===== config.mk =====
export PLATFORM = sky130hd
export DESIGN_NAME = lcdsw_top
export DESIGN_NICKNAME = d
export VERILOG_FILES = /design/src/rtl/lcdsw_pkg.sv /design/src/rtl/lcdsw_sync_det.sv /design/src/rtl/lcdsw_cmd_dec.sv /design/src/rtl/lcdsw_top.sv
export SDC_FILE = /design/constraint.sdc
export NUM_CORES = 1
export LEC_CHECK = 0
export ABC_CLOCK_PERIOD_IN_PS = 2560
export BUFFER_PORTS_ARGS = -buffer_cell sky130_fd_sc_hd__buf_4
export CAP_MARGIN = 5
export CORE_AREA = 3 3 40 42
export CTS_CLUSTER_SIZE = 8
export DETAILED_ROUTE_END_ITERATION = 6
export DIE_AREA = 0 0 43 45
export MAX_ROUTING_LAYER = met4
export PLACE_DENSITY = 0.86
export SLEW_MARGIN = 20
export SYNTH_ARGS = -nofsm -noshare
export SYNTH_HDL_FRONTEND = slang
export SYNTH_SLANG_ARGS = --single-unit

===== constraint.sdc =====
create_clock -name clk -period 2.56 [get_ports clk]
set_input_delay 0.128 -clock clk [delete_from_list [all_inputs] [get_ports clk]]
set_output_delay 0.128 -clock clk [all_outputs]
set_load 0.1 [all_outputs]

===== src/rtl/lcdsw_pkg.sv =====
package lcdsw_pkg;

    localparam int CODE_W   = 8;
    localparam int NUM_SYNC = 2;
    localparam int SYNC_H   = 0;
    localparam int SYNC_V   = 1;

    localparam logic [CODE_W-1:0] CODE_STREAM   = 8'h00;
    localparam logic [CODE_W-1:0] CODE_CMD_OFF  = 8'h02;
    localparam logic [CODE_W-1:0] CODE_AT_VSYNC = 8'h11;
    localparam logic [CODE_W-1:0] CODE_AT_HSYNC = 8'h12;
    localparam logic [CODE_W-1:0] CODE_BLACK_V  = 8'h13;
    localparam logic [CODE_W-1:0] CODE_CMD_ANY  = 8'h14;
    localparam logic [CODE_W-1:0] CODE_CMD_RUN  = 8'h15;

    typedef enum logic [2:0] {
        ST_CMD,
        ST_STREAM,
        ST_WAIT_V,
        ST_WAIT_H,
        ST_WAIT_V1,
        ST_BLACK,
        ST_CMD_RUN
    } sw_state_e;

    typedef enum logic [2:0] {
        ACT_NONE,
        ACT_STREAM,
        ACT_CMD_NOW,
        ACT_CMD_RUN,
        ACT_AT_V,
        ACT_AT_H,
        ACT_BLACK
    } sw_act_e;

    typedef struct packed {
        sw_state_e st;
        logic      cmd_mode;
        logic      timing_run;
        logic      disp_en;
        logic      black;
        logic      busy;
    } sw_regs_t;

endpackage


===== src/rtl/lcdsw_sync_det.sv =====
module lcdsw_sync_det (
    input  logic clk,
    input  logic rst_n,
    input  logic raw_in,
    input  logic act_high,
    output logic evt
);
    logic lvl_d, lvl_q;
    logic active;

    always_comb begin
        active = act_high ? raw_in : ~raw_in;
        lvl_d  = active;
        evt    = active & ~lvl_q;
    end

    always_ff @(posedge clk or negedge rst_n) begin
        if (!rst_n) lvl_q <= 1'b0;
        else        lvl_q <= lvl_d;
    end

    // a held active level gives one event only
    a_r8_single_event: assert property (@(posedge clk) disable iff (!rst_n)
        (evt && $stable(act_high) && $stable(raw_in)) |=> !evt);

endmodule


===== src/rtl/lcdsw_cmd_dec.sv =====
module lcdsw_cmd_dec
    import lcdsw_pkg::*;
(
    input  logic [CODE_W-1:0] code,
    output sw_act_e           act
);
    always_comb begin
        unique case (code)
            CODE_STREAM:   act = ACT_STREAM;
            CODE_CMD_OFF:  act = ACT_CMD_NOW;
            CODE_CMD_ANY:  act = ACT_CMD_NOW;
            CODE_CMD_RUN:  act = ACT_CMD_RUN;
            CODE_AT_VSYNC: act = ACT_AT_V;
            CODE_AT_HSYNC: act = ACT_AT_H;
            CODE_BLACK_V:  act = ACT_BLACK;
            default:       act = ACT_NONE;
        endcase
    end
endmodule


===== src/rtl/lcdsw_top.sv =====
module lcdsw_top
    import lcdsw_pkg::*;
(
    input  logic              clk,
    input  logic              rst_n,
    input  logic              hsync_in,
    input  logic              vsync_in,
    input  logic              hsync_act_high,
    input  logic              vsync_act_high,
    input  logic              cmd_valid,
    input  logic [CODE_W-1:0] cmd_code,
    output logic              disp_en,
    output logic              black_force,
    output logic              cmd_mode,
    output logic              timing_run,
    output logic              busy
);
    logic [NUM_SYNC-1:0] sync_raw, sync_pol, evt;
    sw_act_e             act;
    sw_regs_t            r_d, r_q;

    assign sync_raw[SYNC_H] = hsync_in;
    assign sync_raw[SYNC_V] = vsync_in;
    assign sync_pol[SYNC_H] = hsync_act_high;
    assign sync_pol[SYNC_V] = vsync_act_high;

    for (genvar g = 0; g < NUM_SYNC; g++) begin : g_sync
        lcdsw_sync_det u_det (
            .clk      (clk),
            .rst_n    (rst_n),
            .raw_in   (sync_raw[g]),
            .act_high (sync_pol[g]),
            .evt      (evt[g])
        );
    end

    lcdsw_cmd_dec u_dec (
        .code (cmd_code),
        .act  (act)
    );

    always_comb begin
        sw_state_e nst;
        nst = r_q.st;
        unique case (r_q.st)
            ST_CMD, ST_STREAM, ST_CMD_RUN: begin
                if (cmd_valid) begin
                    unique case (act)
                        ACT_STREAM:  nst = ST_STREAM;
                        ACT_CMD_NOW: nst = ST_CMD;
                        ACT_CMD_RUN: nst = ST_CMD_RUN;
                        ACT_AT_V:    nst = ST_WAIT_V;
                        ACT_AT_H:    nst = ST_WAIT_H;
                        ACT_BLACK:   nst = ST_WAIT_V1;
                        default:     nst = r_q.st;
                    endcase
                end
            end
            ST_WAIT_V:  if (evt[SYNC_V]) nst = ST_CMD;
            ST_WAIT_H:  if (evt[SYNC_H]) nst = ST_CMD;
            ST_WAIT_V1: if (evt[SYNC_V]) nst = ST_BLACK;
            ST_BLACK:   if (evt[SYNC_V]) nst = ST_CMD;
            default:    nst = ST_CMD;
        endcase

        r_d.st         = nst;
        r_d.cmd_mode   = (nst == ST_CMD) || (nst == ST_CMD_RUN);
        r_d.timing_run = (nst != ST_CMD);
        r_d.disp_en    = (nst == ST_STREAM) || (nst == ST_WAIT_V) || (nst == ST_WAIT_H)
                       || (nst == ST_WAIT_V1) || (nst == ST_BLACK);
        r_d.black      = (nst == ST_BLACK);
        r_d.busy       = (nst == ST_WAIT_V) || (nst == ST_WAIT_H)
                       || (nst == ST_WAIT_V1) || (nst == ST_BLACK);
    end

    always_ff @(posedge clk or negedge rst_n) begin
        if (!rst_n) begin
            r_q.st         <= ST_CMD;
            r_q.cmd_mode   <= 1'b1;
            r_q.timing_run <= 1'b0;
            r_q.disp_en    <= 1'b0;
            r_q.black      <= 1'b0;
            r_q.busy       <= 1'b0;
        end else begin
            r_q <= r_d;
        end
    end

    assign disp_en     = r_q.disp_en;
    assign black_force = r_q.black;
    assign cmd_mode    = r_q.cmd_mode;
    assign timing_run  = r_q.timing_run;
    assign busy        = r_q.busy;

    // busy never in command mode
    a_r11_busy_not_cmd: assert property (@(posedge clk) disable iff (!rst_n)
        busy |-> !cmd_mode);
    // command mode carries no pixel data
    a_r3_cmd_no_data: assert property (@(posedge clk) disable iff (!rst_n)
        cmd_mode |-> !disp_en);
    // black frame only during a pending switch with timing on
    a_r7_black_busy: assert property (@(posedge clk) disable iff (!rst_n)
        black_force |-> (busy && timing_run));
    // vertical event ends a vsync wait
    a_r5_v_switch: assert property (@(posedge clk) disable iff (!rst_n)
        (r_q.st == ST_WAIT_V && evt[SYNC_V]) |=> (cmd_mode && !busy));
    // horizontal event ends an hsync wait
    a_r6_h_switch: assert property (@(posedge clk) disable iff (!rst_n)
        (r_q.st == ST_WAIT_H && evt[SYNC_H]) |=> (cmd_mode && !busy));
    // a pending switch ends only through a sync event
    a_r9_busy_hold: assert property (@(posedge clk) disable iff (!rst_n)
        (busy && !evt[SYNC_H] && !evt[SYNC_V]) |=> busy);
    // unknown code changes nothing
    a_r10_unknown_code: assert property (@(posedge clk) disable iff (!rst_n)
        (cmd_valid && act == ACT_NONE && !busy) |=>
        ($stable(cmd_mode) && $stable(disp_en) && $stable(timing_run) && $stable(busy)));

endmodule


== Word level (Yosys, flattened, before mapping) ==
Cells that the tools add are included.

* Equality and inequality tests: 24
* Mux-type cells: 9
* Bitwise operators: 6
* Reduce and logical (&&, ||, !) cells: 15

{| class="wikitable"
|+ Operators with widths
! kind !! count
|-
| $eq A8 B5 Y1 const B || 5
|-
| $pmux W3 S6 || 2
|-
| $eq A3 B3 Y1 const B || 9
|-
| $eq A3 B2 Y1 const B || 6
|-
| $mux W3 || 4
|-
| $pmux W3 S4 || 1
|-
| $eq A3 B1 Y1 const B || 3
|-
| $eq A8 B2 Y1 const B || 1
|-
| $logic_not A8 Y1 || 1
|-
| $logic_or A1 B1 Y1 || 8
|-
| $logic_not A3 Y1 || 2
|-
| $not A1 Y1 || 4
|-
| $reduce_or A2 Y1 || 2
|-
| $reduce_bool A3 Y1 || 1
|-
| $reduce_or A3 Y1 || 1
|-
| $and A1 B1 Y1 || 2
|-
| $mux W1 || 2
|}

* Flip-flop bits (word level): 10
* Bits of input ports: 15
* Output and inout port bits: 5
* Logic and storage cells: 62

== Logic depth before layout (Yosys ltp) ==
* Word-level depth: 12
* Mapped depth: 6
* Mapped depth without buffers: 6

== By module ==
From an unflattened synthesis, not the netlist that was laid out.

* Cells, all modules: 69
* Area, all modules: 690.7 um2

{| class="wikitable"
|+ Modules (own cells, without submodules)
! module !! instances !! cells an instance !! area each (um2) !! seq. area each (um2)
|-
| lcdsw_top || 1 || 50 || 513.0 || 201.4
|-
| lcdsw_cmd_dec || 1 || 13 || 92.6 || 0.0
|-
| lcdsw_sync_det || 2 || 3 || 42.5 || 25.0
|}

== Least setup slack after synthesis ==
Ideal clock, no wire load.

* Path kind: flip-flop to flip-flop
* From: reg r_q[5] (netlist bit)
* To: reg disp_en (netlist name)
* Setup time: 0.124 ns
* Arrival: 1.440 ns
* Data required time: 2.436 ns
* Path slack: 0.996 ns
* Cell stages (with the launch flop): 6
* Path buffers: 0
* Period minus slack after synthesis: 1.564 ns
* Path through: dfrtp_1 -> or3_1 -> o211a_2 -> nor3_4 -> nor2b_4 -> a21oi_1

{| class="wikitable"
|+ RTL lines
! item !! line !! text
|-
| start, declared || lcdsw_top.sv:20 || <nowiki>sw_regs_t r_d, r_q;</nowiki>
|-
| start signal, assigned || lcdsw_top.sv:85 || <nowiki>r_q <= r_d;</nowiki>
|}

==> reports/qor.txt <==
Initial antenna violation count -> 0
Drt drc -> 0
Status -> finished, final reports clean
Vias per inst -> 5.177
Worst endpoint required time -> 2710 ps
DRT Pass-1 Iters -> 2
RSZ-0062 raised after global routing -> false
Post-synthesis sequential area ratio -> 0.3957
Final Hold Viols -> 0
Reg power frac -> 0.281
Slew Viols, Final -> 0
Hold_sp -> hsync_in
Final setup violation count -> 0
CP endpoint kind -> flop
H-tree depth -> 1
PwrDens -> 1048 nW/um^2
Static Leak -> 0.4135 nW
Largest vdd supply drop -> 0.0006116 V
# hold bufs at CTS -> 1
Power share of the combinational group -> 0.558
Sequential Area -> 251.5 um^2
Clock Sinks -> 10
Int Pwr -> 450.9 uW
Vias in the first global route -> 505
Clk root buf -> clkbuf_4
Initial Util -> 0.4946
Hold Crit Class -> in2reg
R2R depth -> 5
R2r setup slk -> 880 ps
Highest clock rate -> 0.5954 GHz
Number of synthesized flops with an enable pin -> 0
Global-route wire length before repair -> 2063 um
Layout Nets -> 97
Multi-input gate area -> 369.1 um^2
Die area -> 1935 um^2
Placed insts -> 91
Skew final -> 2.635 ps
GRT Resource Usage Total -> 0.1503
Dpl ws -> 886.0 ps
Port bufs -> 19
Distinct cells, synth -> 33
Worst-Margin Slew -> 383.2 ps
Setup crit start kind -> flop
Global route total overflow -> 0
Die Ht -> 45 um
Num CTS Buffers -> 3
Yosys warnings -> 0
Most common cell after layout, fill and taps aside -> buf_4
Starting DRT DRC Count -> 4
Net switching power figure -> 433.0 uW
CTS clk-pin slew, worst paths -> 70 ps
Final Util -> 0.6563
Post_cts resized -> 0
Hold path endpoint -> g_sync[0].u_det.lvl_q$_DFF_PN0_
Std-Cell Rows -> 13
Mapped cell area -> 635.6 um^2
Max-cap viol count -> 0
I/O pins -> 20
Detail Route Antenna Nets -> 0
WL final -> 1225 um
Area of the core -> 1285 um^2
Mean Syn Cell Area -> 11.15 um^2
Worst skew pair latency -> 260 ps
Post-synth top flop -> dfrtp_1
Crit path kind -> reg2reg
Synth async-reset ratio -> 1.000
RR Endpoint -> disp_en$_DFF_PN0_
TritonCTS clock tree -> done
Final non-filler cell total -> 96
DR WL/cell -> 12.76 um
Crit path DAT -> 1830 ps
Fillcell total -> 109
Final GP Congestion -> 0.8095
Final min period -> 1680 ps
Via count -> 497
Die width -> 43 um
Clk network pwr share -> 0.160
Hold path depth -> 2
DP Wirelength -> 1025 um
Net Sw Frac -> 0.4898
Critical R2R Launch -> r_q[5]$_DFF_PN0_
Crit path max fanout -> 8
Sum Neg Setup Slack -> 0 ps
Syn Inst Count -> 57
N_diodes -> 0
Most frequent cells in the layout -> 19 x buf_4, 9 x dfrtp_1, 4 x inv_1
Final worst setup slack -> 880.4 ps
Syn nets -> 72
# Post-CTS Setup Buffers -> 0
Largest net degree at the start of global routing -> 11
Fraction of layout cells with a size suffix above 1 -> 0.4815
Clk buf depth -> 2
Synthesized flop and latch total -> 10
Slew margin rel. -> 0.7426
Period utilisation layout -> 0.6561
Area growth syn-to-layout -> 32.68%
registers in the layout, summed over array words and instances (netlist names):
name and count:
r_q 3, g_sync.u_det.lvl_q 2, black_force 1, busy 1, cmd_mode 1, disp_en 1, timing_run 1
through the flow:
stage                     cell area [um^2]  hold slack, ps  power (mW)
after floorplan                      635.6          -167.6      0.6414
after global placement               797.0          -41.41      0.7377
after detailed placement             797.0          -37.91      0.7482
after CTS                            843.3           79.48      0.8927
after global routing                 843.3           65.46      0.9257
final                                843.3           81.21      0.8839
Yosys cell counts (2+ instances only):
cell type  instances  area share
a21oi_1            3       0.024
a31oi_1            2       0.020
and2b_2            2       0.028
dfrtp_1            9        0.35
inv_1              4       0.024
mux2i_1            2       0.031
nand3_1            2       0.016
nor2_1             3       0.018
nor2b_4            2       0.043
nor3_1             2       0.016
nor3_4             2       0.051
o21a_1             2       0.024
xor2_1             2       0.028
worst max-delay path, cell delays in order, from the launching register on:
cell	delay (ps)
dfrtp_1	460
or3_1	410
o211a_2	170
nor3_4	230
nor2b_4	210
a21oi_1	80
area by class of cell:
type | count | area share
Timing Repair Buffer | 20 | 0.1810
Tap cell | 15 | 0.02226
Clock buffer | 4 | 0.04303
Multi-Input combinational cell | 43 | 0.4377
Sequential cell | 10 | 0.2982
Inverter | 4 | 0.01780
metal layers:
layer  part of all wire  GRT usage
met2               0.53     0.2545
met5                  0          -
met1               0.40     0.1525
met4             0.0065    0.07229
met3              0.060    0.05976
cells by family after synthesis:
family	synth area share
flip-flops	0.3957
AND/OR/NAND/NOR	0.3012
XOR/XNOR	0.04135
buffers and inverters	0.02362
multiplexers	0.05511
AO/OA/AOI/OAI	0.1831
how the worst max path moves through the flow:
stage                startpoint  slack [ps]  depth (start not counted)                end
5_1_grt        r_q[5]$_DFF_PN0_         800                          5  disp_en$_DFF_PN0_
2_1_floorplan  r_q[5]$_DFF_PN0_        1000                          5  disp_en$_DFF_PN0_
6_report       r_q[5]$_DFF_PN0_         880                          5  disp_en$_DFF_PN0_
3_3_place_gp   r_q[5]$_DFF_PN0_         950                          5  disp_en$_DFF_PN0_
3_5_place_dp   r_q[5]$_DFF_PN0_         890                          5  disp_en$_DFF_PN0_
4_1_cts        r_q[5]$_DFF_PN0_         870                          5  disp_en$_DFF_PN0_
power by group through the flow:
stage / Sequential, mW / Combinational (mW) / Clock (mW)
after floorplan: 0.482 / 0.160 / 0
after global placement: 0.249 / 0.489 / 0
after detailed placement: 0.252 / 0.496 / 0
after CTS: 0.249 / 0.499 / 0.145
after global routing: 0.255 / 0.517 / 0.154
final: 0.249 / 0.494 / 0.142
Power figures use the tool's default switching activity.
